## src/rtl/ddr3_init_pkg.sv

```systemverilog
package ddr3_init_pkg;

   typedef enum logic [3:0] {
      ST_RST, ST_CKE_LO, ST_XPR, ST_MR2, ST_GAP_A, ST_MR1, ST_GAP_B, ST_MR0,
      ST_GAP_MOD, ST_ZQ, ST_GAP_ZQ, ST_PRE, ST_GAP_RP, ST_REF, ST_GAP_RFC, ST_DONE
   } seq_state_e;

   typedef struct packed {
      logic cs_n;
      logic ras_n;
      logic cas_n;
      logic we_n;
   } cmd_pins_t;

   localparam cmd_pins_t CMD_NOP  = '{cs_n: 1'b0, ras_n: 1'b1, cas_n: 1'b1, we_n: 1'b1};
   localparam cmd_pins_t CMD_MRS  = '{cs_n: 1'b0, ras_n: 1'b0, cas_n: 1'b0, we_n: 1'b0};
   localparam cmd_pins_t CMD_ZQCL = '{cs_n: 1'b0, ras_n: 1'b1, cas_n: 1'b1, we_n: 1'b0};
   localparam cmd_pins_t CMD_PRE  = '{cs_n: 1'b0, ras_n: 1'b0, cas_n: 1'b1, we_n: 1'b0};
   localparam cmd_pins_t CMD_REF  = '{cs_n: 1'b0, ras_n: 1'b0, cas_n: 1'b0, we_n: 1'b1};

   function automatic int max_of(input int a, input int b);
      return (a > b) ? a : b;
   endfunction

   // write-recovery code placed in bits 11:9 of the bank-0 mode word
   function automatic logic [2:0] wr_code(input int twr);
      if (twr == 16)     return 3'd0;
      else if (twr >= 8) return 3'(twr / 2);
      else               return 3'(twr - 4);
   endfunction

   function automatic logic [15:0] mode0_word(input int cl, input int twr);
      logic [15:0] w;
      w = 16'((cl - 4) & 7) << 4;
      if (cl > 11) w = w | 16'h0004;
      w = w | (16'(wr_code(twr)) << 9);
      return w;
   endfunction

   function automatic logic [15:0] mode2_word(input int cwl);
      return 16'h0040 | (16'((cwl - 5) & 7) << 3);
   endfunction

endpackage

```

## src/rtl/ddr3_init_mrcalc.sv

```systemverilog
module ddr3_init_mrcalc
   import ddr3_init_pkg::*;
#(
   parameter int CL     = 5,
   parameter int CWL    = 5,
   parameter int TWR    = 5,
   parameter int ADDR_W = 14
) (
   output logic [ADDR_W-1:0] mr0_val,
   output logic [ADDR_W-1:0] mr1_val,
   output logic [ADDR_W-1:0] mr2_val
);

   localparam logic [15:0] MR0_W = mode0_word(CL, TWR);
   localparam logic [15:0] MR2_W = mode2_word(CWL);
   localparam logic [15:0] MR1_W = 16'h0044;

   if (CL < 5 || CL > 16) begin : g_bad_cl
      $error("ddr3_init_mrcalc: CL out of range");
   end
   if (CWL < 5 || CWL > 12) begin : g_bad_cwl
      $error("ddr3_init_mrcalc: CWL out of range");
   end
   if (!(TWR == 5 || TWR == 6 || TWR == 7 || TWR == 8 || TWR == 10 ||
         TWR == 12 || TWR == 14 || TWR == 16)) begin : g_bad_twr
      $error("ddr3_init_mrcalc: unsupported write recovery");
   end

   if (ADDR_W >= 16) begin : g_wide
      assign mr0_val = ADDR_W'(MR0_W);
      assign mr1_val = ADDR_W'(MR1_W);
      assign mr2_val = ADDR_W'(MR2_W);
   end else begin : g_narrow
      assign mr0_val = MR0_W[ADDR_W-1:0];
      assign mr1_val = MR1_W[ADDR_W-1:0];
      assign mr2_val = MR2_W[ADDR_W-1:0];
   end

endmodule

```

## src/rtl/ddr3_init_timer.sv

```systemverilog
module ddr3_init_timer #(
   parameter int CNT_W = 8
) (
   input  logic             clk,
   input  logic             load,
   input  logic [CNT_W-1:0] load_val,
   output logic             expired
);

   logic [CNT_W-1:0] cnt_q;

   always_ff @(posedge clk) begin
      if (load)
         cnt_q <= load_val;
      else if (cnt_q != '0)
         cnt_q <= cnt_q - 1'b1;
   end

   assign expired = (cnt_q == '0);

endmodule

```

## src/rtl/ddr3_init_seq.sv

```systemverilog
module ddr3_init_seq
   import ddr3_init_pkg::*;
#(
   parameter int ADDR_W  = 14,
   parameter int BA_W    = 3,
   parameter int CL      = 5,
   parameter int CWL     = 5,
   parameter int TWR     = 5,
   parameter int T_RESET = 64000,
   parameter int T_CKE   = 160000,
   parameter int T_XPR   = 56,
   parameter int T_MRD   = 4,
   parameter int T_MOD   = 12,
   parameter int T_ZQ    = 512,
   parameter int T_RP    = 5,
   parameter int T_RFC   = 52
) (
   input  logic              clk,
   input  logic              rst,
   output logic              ddr_reset_n,
   output logic              ddr_cke,
   output logic              ddr_cs_n,
   output logic              ddr_ras_n,
   output logic              ddr_cas_n,
   output logic              ddr_we_n,
   output logic [BA_W-1:0]   ddr_ba,
   output logic [ADDR_W-1:0] ddr_addr,
   output logic              init_done
);

   localparam int MAX_WAIT = max_of(max_of(max_of(T_RESET, T_CKE), max_of(T_XPR, T_ZQ)),
                                    max_of(max_of(T_MRD, T_MOD), max_of(T_RP, T_RFC + 1)));
   localparam int CNT_W = $clog2(MAX_WAIT + 1);
   localparam logic [ADDR_W-1:0] A10 = ADDR_W'(1) << 10;

   localparam logic [CNT_W-1:0] LD_RESET = CNT_W'(T_RESET - 1);
   localparam logic [CNT_W-1:0] LD_CKE   = CNT_W'(T_CKE - 1);
   localparam logic [CNT_W-1:0] LD_XPR   = CNT_W'(T_XPR - 1);
   localparam logic [CNT_W-1:0] LD_MRD   = CNT_W'(T_MRD - 2);
   localparam logic [CNT_W-1:0] LD_MOD   = CNT_W'(T_MOD - 2);
   localparam logic [CNT_W-1:0] LD_ZQ    = CNT_W'(T_ZQ - 2);
   localparam logic [CNT_W-1:0] LD_RP    = CNT_W'(T_RP - 2);
   localparam logic [CNT_W-1:0] LD_RFC   = CNT_W'(T_RFC);

   if (ADDR_W < 12 || BA_W < 2) begin : g_bad_bus
      $error("ddr3_init_seq: address or bank bus too narrow");
   end
   if (T_RESET < 1 || T_CKE < 1 || T_XPR < 1 || T_MRD < 2 || T_MOD < 2 ||
       T_ZQ < 2 || T_RP < 2 || T_RFC < 0) begin : g_bad_timing
      $error("ddr3_init_seq: timing parameter below minimum");
   end

   seq_state_e       state_q, state_d;
   logic             advance, tmr_load, tmr_zero;
   logic [CNT_W-1:0] tmr_val;
   logic [ADDR_W-1:0] mr0_val, mr1_val, mr2_val;
   cmd_pins_t        cmd;

   ddr3_init_mrcalc #(.CL(CL), .CWL(CWL), .TWR(TWR), .ADDR_W(ADDR_W)) u_mrcalc (
      .mr0_val(mr0_val), .mr1_val(mr1_val), .mr2_val(mr2_val)
   );

   ddr3_init_timer #(.CNT_W(CNT_W)) u_timer (
      .clk(clk), .load(tmr_load), .load_val(tmr_val), .expired(tmr_zero)
   );

   // state advance and next-interval selection
   always_comb begin
      state_d = state_q;
      advance = 1'b0;
      unique case (state_q)
         ST_RST, ST_CKE_LO, ST_XPR, ST_GAP_A, ST_GAP_B, ST_GAP_MOD,
         ST_GAP_ZQ, ST_GAP_RP, ST_GAP_RFC: advance = tmr_zero;
         ST_DONE: advance = 1'b0;
         default: advance = 1'b1;
      endcase
      if (advance) state_d = seq_state_e'(state_q + 4'd1);
   end

   always_comb begin
      unique case (state_d)
         ST_CKE_LO:  tmr_val = LD_CKE;
         ST_XPR:     tmr_val = LD_XPR;
         ST_GAP_A,
         ST_GAP_B:   tmr_val = LD_MRD;
         ST_GAP_MOD: tmr_val = LD_MOD;
         ST_GAP_ZQ:  tmr_val = LD_ZQ;
         ST_GAP_RP:  tmr_val = LD_RP;
         ST_GAP_RFC: tmr_val = LD_RFC;
         default:    tmr_val = '0;
      endcase
      if (rst) tmr_val = LD_RESET;
   end

   assign tmr_load = rst | advance;

   always_ff @(posedge clk) begin
      if (rst) state_q <= ST_RST;
      else     state_q <= state_d;
   end

   // pin decode
   always_comb begin
      ddr_reset_n = 1'b1;
      ddr_cke     = 1'b1;
      cmd         = CMD_NOP;
      ddr_ba      = '0;
      ddr_addr    = '0;
      init_done   = 1'b0;
      unique case (state_q)
         ST_RST:    begin ddr_reset_n = 1'b0; ddr_cke = 1'b0; end
         ST_CKE_LO: ddr_cke = 1'b0;
         ST_MR2:    begin cmd = CMD_MRS; ddr_ba = BA_W'(2); ddr_addr = mr2_val; end
         ST_MR1:    begin cmd = CMD_MRS; ddr_ba = BA_W'(1); ddr_addr = mr1_val; end
         ST_MR0:    begin cmd = CMD_MRS; ddr_addr = mr0_val; end
         ST_ZQ:     begin cmd = CMD_ZQCL; ddr_addr = A10; end
         ST_PRE:    begin cmd = CMD_PRE; ddr_addr = A10; end
         ST_REF:    cmd = CMD_REF;
         ST_DONE:   init_done = 1'b1;
         default:   ;
      endcase
   end

   assign ddr_cs_n  = cmd.cs_n;
   assign ddr_ras_n = cmd.ras_n;
   assign ddr_cas_n = cmd.cas_n;
   assign ddr_we_n  = cmd.we_n;

   logic pins_nop;
   assign pins_nop = !ddr_cs_n && ddr_ras_n && ddr_cas_n && ddr_we_n;

   AST_CKE_NEEDS_RESET_HI: assert property (@(posedge clk) disable iff (rst)
      ddr_cke |-> ddr_reset_n);
   AST_CKE_NO_FALL: assert property (@(posedge clk) disable iff (rst)
      !$fell(ddr_cke));
   AST_CMD_NEEDS_CKE: assert property (@(posedge clk) disable iff (rst)
      !pins_nop |-> ddr_cke);
   AST_DONE_HOLDS: assert property (@(posedge clk) disable iff (rst)
      init_done |=> init_done);
   AST_DONE_QUIET: assert property (@(posedge clk) disable iff (rst)
      init_done |-> (pins_nop && ddr_addr == '0));

endmodule

```

## config.mk

```make
export PLATFORM = sky130hd
export DESIGN_NAME = ddr3_init_seq
export DESIGN_NICKNAME = d
export VERILOG_FILES = /design/src/rtl/ddr3_init_pkg.sv /design/src/rtl/ddr3_init_mrcalc.sv /design/src/rtl/ddr3_init_timer.sv /design/src/rtl/ddr3_init_seq.sv
export SDC_FILE = /design/constraint.sdc
export NUM_CORES = 1
export LEC_CHECK = 0
export ABC_AREA = 1
export ABC_CLOCK_PERIOD_IN_PS = 2200
export BUFFER_PORTS_ARGS = -buffer_cell sky130_fd_sc_hd__buf_2
export CELL_PAD_IN_SITES_DETAIL_PLACEMENT = 1
export CELL_PAD_IN_SITES_GLOBAL_PLACEMENT = 1
export CORE_ASPECT_RATIO = 1.2
export CORE_MARGIN = 5
export CORE_UTILIZATION = 30
export DETAILED_ROUTE_END_ITERATION = 7
export PLACE_DENSITY_LB_ADDON = 0.25
export SLEW_MARGIN = 15
export SYNTH_ARGS = -nofsm -noshare
export SYNTH_HDL_FRONTEND = slang
export SYNTH_SLANG_ARGS = --single-unit
```

## constraint.sdc

```tcl
create_clock -name clk -period 2.2 [get_ports clk]
set_clock_uncertainty 0.1 [all_clocks]
set_input_delay 0.22 -clock clk [delete_from_list [all_inputs] [get_ports clk]]
set_output_delay 0.22 -clock clk [all_outputs]
set_load 0.01 [all_outputs]
```

==> impl_metrics.py <==
metrics = {
    "outcome": {
        "status": "finished, violations left",
        "violations": "setup timing",
    },
    "synthesis": {
        "synth_top_family_by_area": "simple AND/OR/NAND/NOR gates",
        "syn_area_um2": 1770,
        "yosys.cell_types.count": 31,
        "synth_mux_area_share_pct": 0,
        "synth_area_per_cell_um2": 7.36,
        "synth_fa_ha_area_share_pct": 5.67,
        "syn-instance-count": 240,
        "async_flop_share_pct": 0,
        "ys_seq_elements": 22,
        "yosys.area_share.simple_pct": 34.2,
        "ys_seq_area_share_pct": 35.1,
        "yosys_warnings": 0,
        "synth_compound_area_share_pct": 7.51,
        "synth-xor-area-share_pct": 3.47,
        "synthFlopType": "edfxtp_1",
        "synth_edf_count": 18,
    },
    "sta": {
        "fin_crit_sh_pct": 106,
        "maxSlewViolCount": 0,
        "finalSetupViolCount": 31,
        "fmax_mhz": 430,
        "fin_crit_ns": 2.33,
        "rsz0062_at_grt": "true",
        "hold_viol_final": 0,
        "fin_ws_ns": -0.126,
    },
    "routing": {
        "dr.pass1.iters": 4,
        "viasPerCell": 4.42,
        "totalWireLength_mm": 5.11,
        "drt_iter0_markers": 63,
        "wire_per_inst_um": 13.0,
        "ant_nets": 0,
        "drc": 0,
        "vias": 1738,
    },
    "power": {
        "switching_power_mw": 1.08,
        "irDropWorstVdd_mv": 0.452,
        "p_leak_nw": 1.20,
        "comb_power_share_pct": 62.5,
        "power-per-cell-area_nw_per_um2": 1020,
        "p_total_mw": 2.61,
        "pwr-share-seq_pct": 27.1,
        "internal-power_mw": 1.53,
        "swShare_pct": 41.3,
        "clockPowerShare_pct": 10.4,
    },
    "die": {
        "io_pins": 26,
        "core-area_um2": 5710,
        "num_rows": 30,
        "die_area_um2": 7530,
        "die_w_um": 80.1,
        "start_util_pct": 31.0,
        "die_h_um": 94.1,
    },
    "setup_path": {
        "crit_buf_inv": 2,
        "slowest_delay_ns": 0.42,
        "cp.required_ns": 2.13,
        "critPathKind": "flip-flop to flip-flop",
        "ff2ff_path_depth": 16,
        "cp.arrival_ns": 2.26,
        "cp-end-kind": "flip-flop",
        "path_max_fanout": 4,
        "cp.depth": 16,
        "cp_cell_sequence": "inv_2, ha_4, inv_2, nor2_1, nand2_1, nor2_2, nand3_2, nand2_4, nand2_4, nand2_2, nand2_4, ha_4, nand3b_1, nand2_1, nor2_1, nor2_1",
        "crit_path_start_kind": "flip-flop",
        "critPathTopFamily": "simple AND/OR/NAND/NOR gates",
        "slowest_stage": "edfxtp_1",
    },
    "layout": {
        "final_area_um2": 2550,
        "final_layout_size_suffix_gt1_share_pct": 44.1,
        "nets": 324,
        "multi_input_area_um2": 1120,
        "fillers": 726,
        "syn2layout_area_growth_pct": 44.6,
        "ff_latch_area_um2": 622,
        "fin_util_pct": 44.8,
        "n_antenna_cell": 0,
    },
    "clocking": {
        "cts_hold_buffers": 0,
        "clock_latency_ns": 0.27,
        "clock-sinks": 22,
        "root_buffer": "clkbuf_8",
        "clockBufferDepth": 2,
        "cts_tree": "built",
        "path_clk_slew_ns": 0.08,
        "numCtsBuffers": 3,
        "htree_num_levels": 1,
    },
    "hold_path": {
        "hold_class": "input port to flip-flop",
        "holdPathStages": 2,
    },
    "place": {
        "hpwl_mm": 3.84,
        "gp_congestion": 0.734,
        "port_buffers": 14,
        "placed_area_um2": 2200,
        "pre_cts_ws_ns": -0.148,
    },
    "global_route": {
        "grt_pass1_wl_mm": 8.32,
        "grt-ovfl-total": 0,
        "antenna_found_initial": 0,
        "grt_max_degree": 19,
        "grt_pass1_vias": 1918,
        "grtUsageTotal_pct": 14.0,
    },
    "flow_run": {
        "drv_cap": 0,
    },
}
==> what timing repair did <==
action / 4_1_cts / 5_1_grt
gates resized for setup: 11 / 47
setup endpoints to repair: 13 / 37
pin swaps: 11 / 21
cloned: 0 / 0
buffers inserted: 6 / 9
==> placed cells by master (no fill, tap or decap), types with 2 or more instances in the layout <==
master     n
a31oi_1    2
buf_4     56
buf_6      3
nand2_1   43
nor4_1     2
o21ai_2    3
edfxtp_1  18
ha_4       2
or2_2      2
inv_1     28
nand3_2    6
inv_2      8
nand2_4    7
nand3_4    2
nor2_2     8
nand2_2   12
o21a_1     2
nand3_1   10
dfxtp_1    3
nor2_1    25
ha_1       3
buf_2     14
nand4_1    3
o21ai_1    4
o21ai_0    6
xor2_1     6
ha_2       3
conb_1    11
nor2_4     4
clkbuf_8   3
nor3_1     3
==> Yosys cell counts, types with 4 or more instances <==
cell type / count / share of area [%]
nand2_1: 52 / 11
o21ai_0: 11 / 3.1
inv_1: 34 / 7.2
nor2_1: 33 / 7.0
nand3_1: 18 / 5.1
nand2_2: 7 / 2.5
buf_4: 14 / 5.9
edfxtp_1: 18 / 31
ha_1: 8 / 5.7
dfxtp_1: 4 / 4.5
xor2_1: 6 / 3.0
==> power groups by stage <==
stage	Combinational (mW)	Clock, mW	Sequential, mW
after detailed placement	1.27	0	0.716
after global placement	1.25	0	0.709
after floorplan	0.684	0	0.709
after CTS	1.39	0.284	0.706
after global routing	1.80	0.296	0.727
final	1.63	0.270	0.707
==> layer usage <==
metal | part of all wire [%] | routed length (µm) | up-vias | GRT usage (%)
li1 | - | - | 888 | -
met1 | 39 | 2000 | 826 | 14.9
met2 | 58 | 2940 | 18 | 27.4
met3 | 1.6 | 83 | 6 | 1.44
met4 | 1.7 | 86 | 0 | 5.49
met5 | 0 | 0 | - | 0
==> area by class of cell <==
type                    instances  share of cell area [%]
well taps                      80                    3.92
inverters                      37                    5.63
flip-flops and latches         22                    24.3
repair buffers                 73                    20.5
multi-input cells             177                    43.8
clock buffers                   4                    1.76
==> state kept, by name, indices dropped and copies added (netlist names) <==
name / cells
u_timer.cnt_q: 18
state_q: 4
==> metrics by stage <==
stage / std cells / setup TNS [ns] / hold WS, ns
after floorplan: 250 / 0 / 0.192
after global placement: 374 / -0.568 / 0.364
after detailed placement: 374 / -1.51 / 0.363
after CTS: 384 / -2.15 / 0.0710
after global routing: 393 / -7.58 / 0.106
final: 393 / -2.47 / 0.0981
==> worst paths after layout <==
path	end	from	slack [ns]
setup / recovery	u_timer.cnt_q[1]	u_timer.cnt_q[1]	-0.13
hold / removal	state_q[1]	rst	0.1
setup reg to reg	u_timer.cnt_q[1]	u_timer.cnt_q[1]	-0.13
hold reg to reg	u_timer.cnt_q[9]	u_timer.cnt_q[8]	0.61
==> cells by family after synthesis <==
| kind of cell | Yosys count |
|---|---|
| adder cells (fa/ha/maj) | 8 |
| buffers and inverters | 51 |
| AO/OA/AOI/OAI | 22 |
| XOR/XNOR | 7 |
| AND/OR/NAND/NOR | 129 |
| other | 1 |
| flip-flops | 22 |
Note: power is estimated with default switching activity, not from simulation.
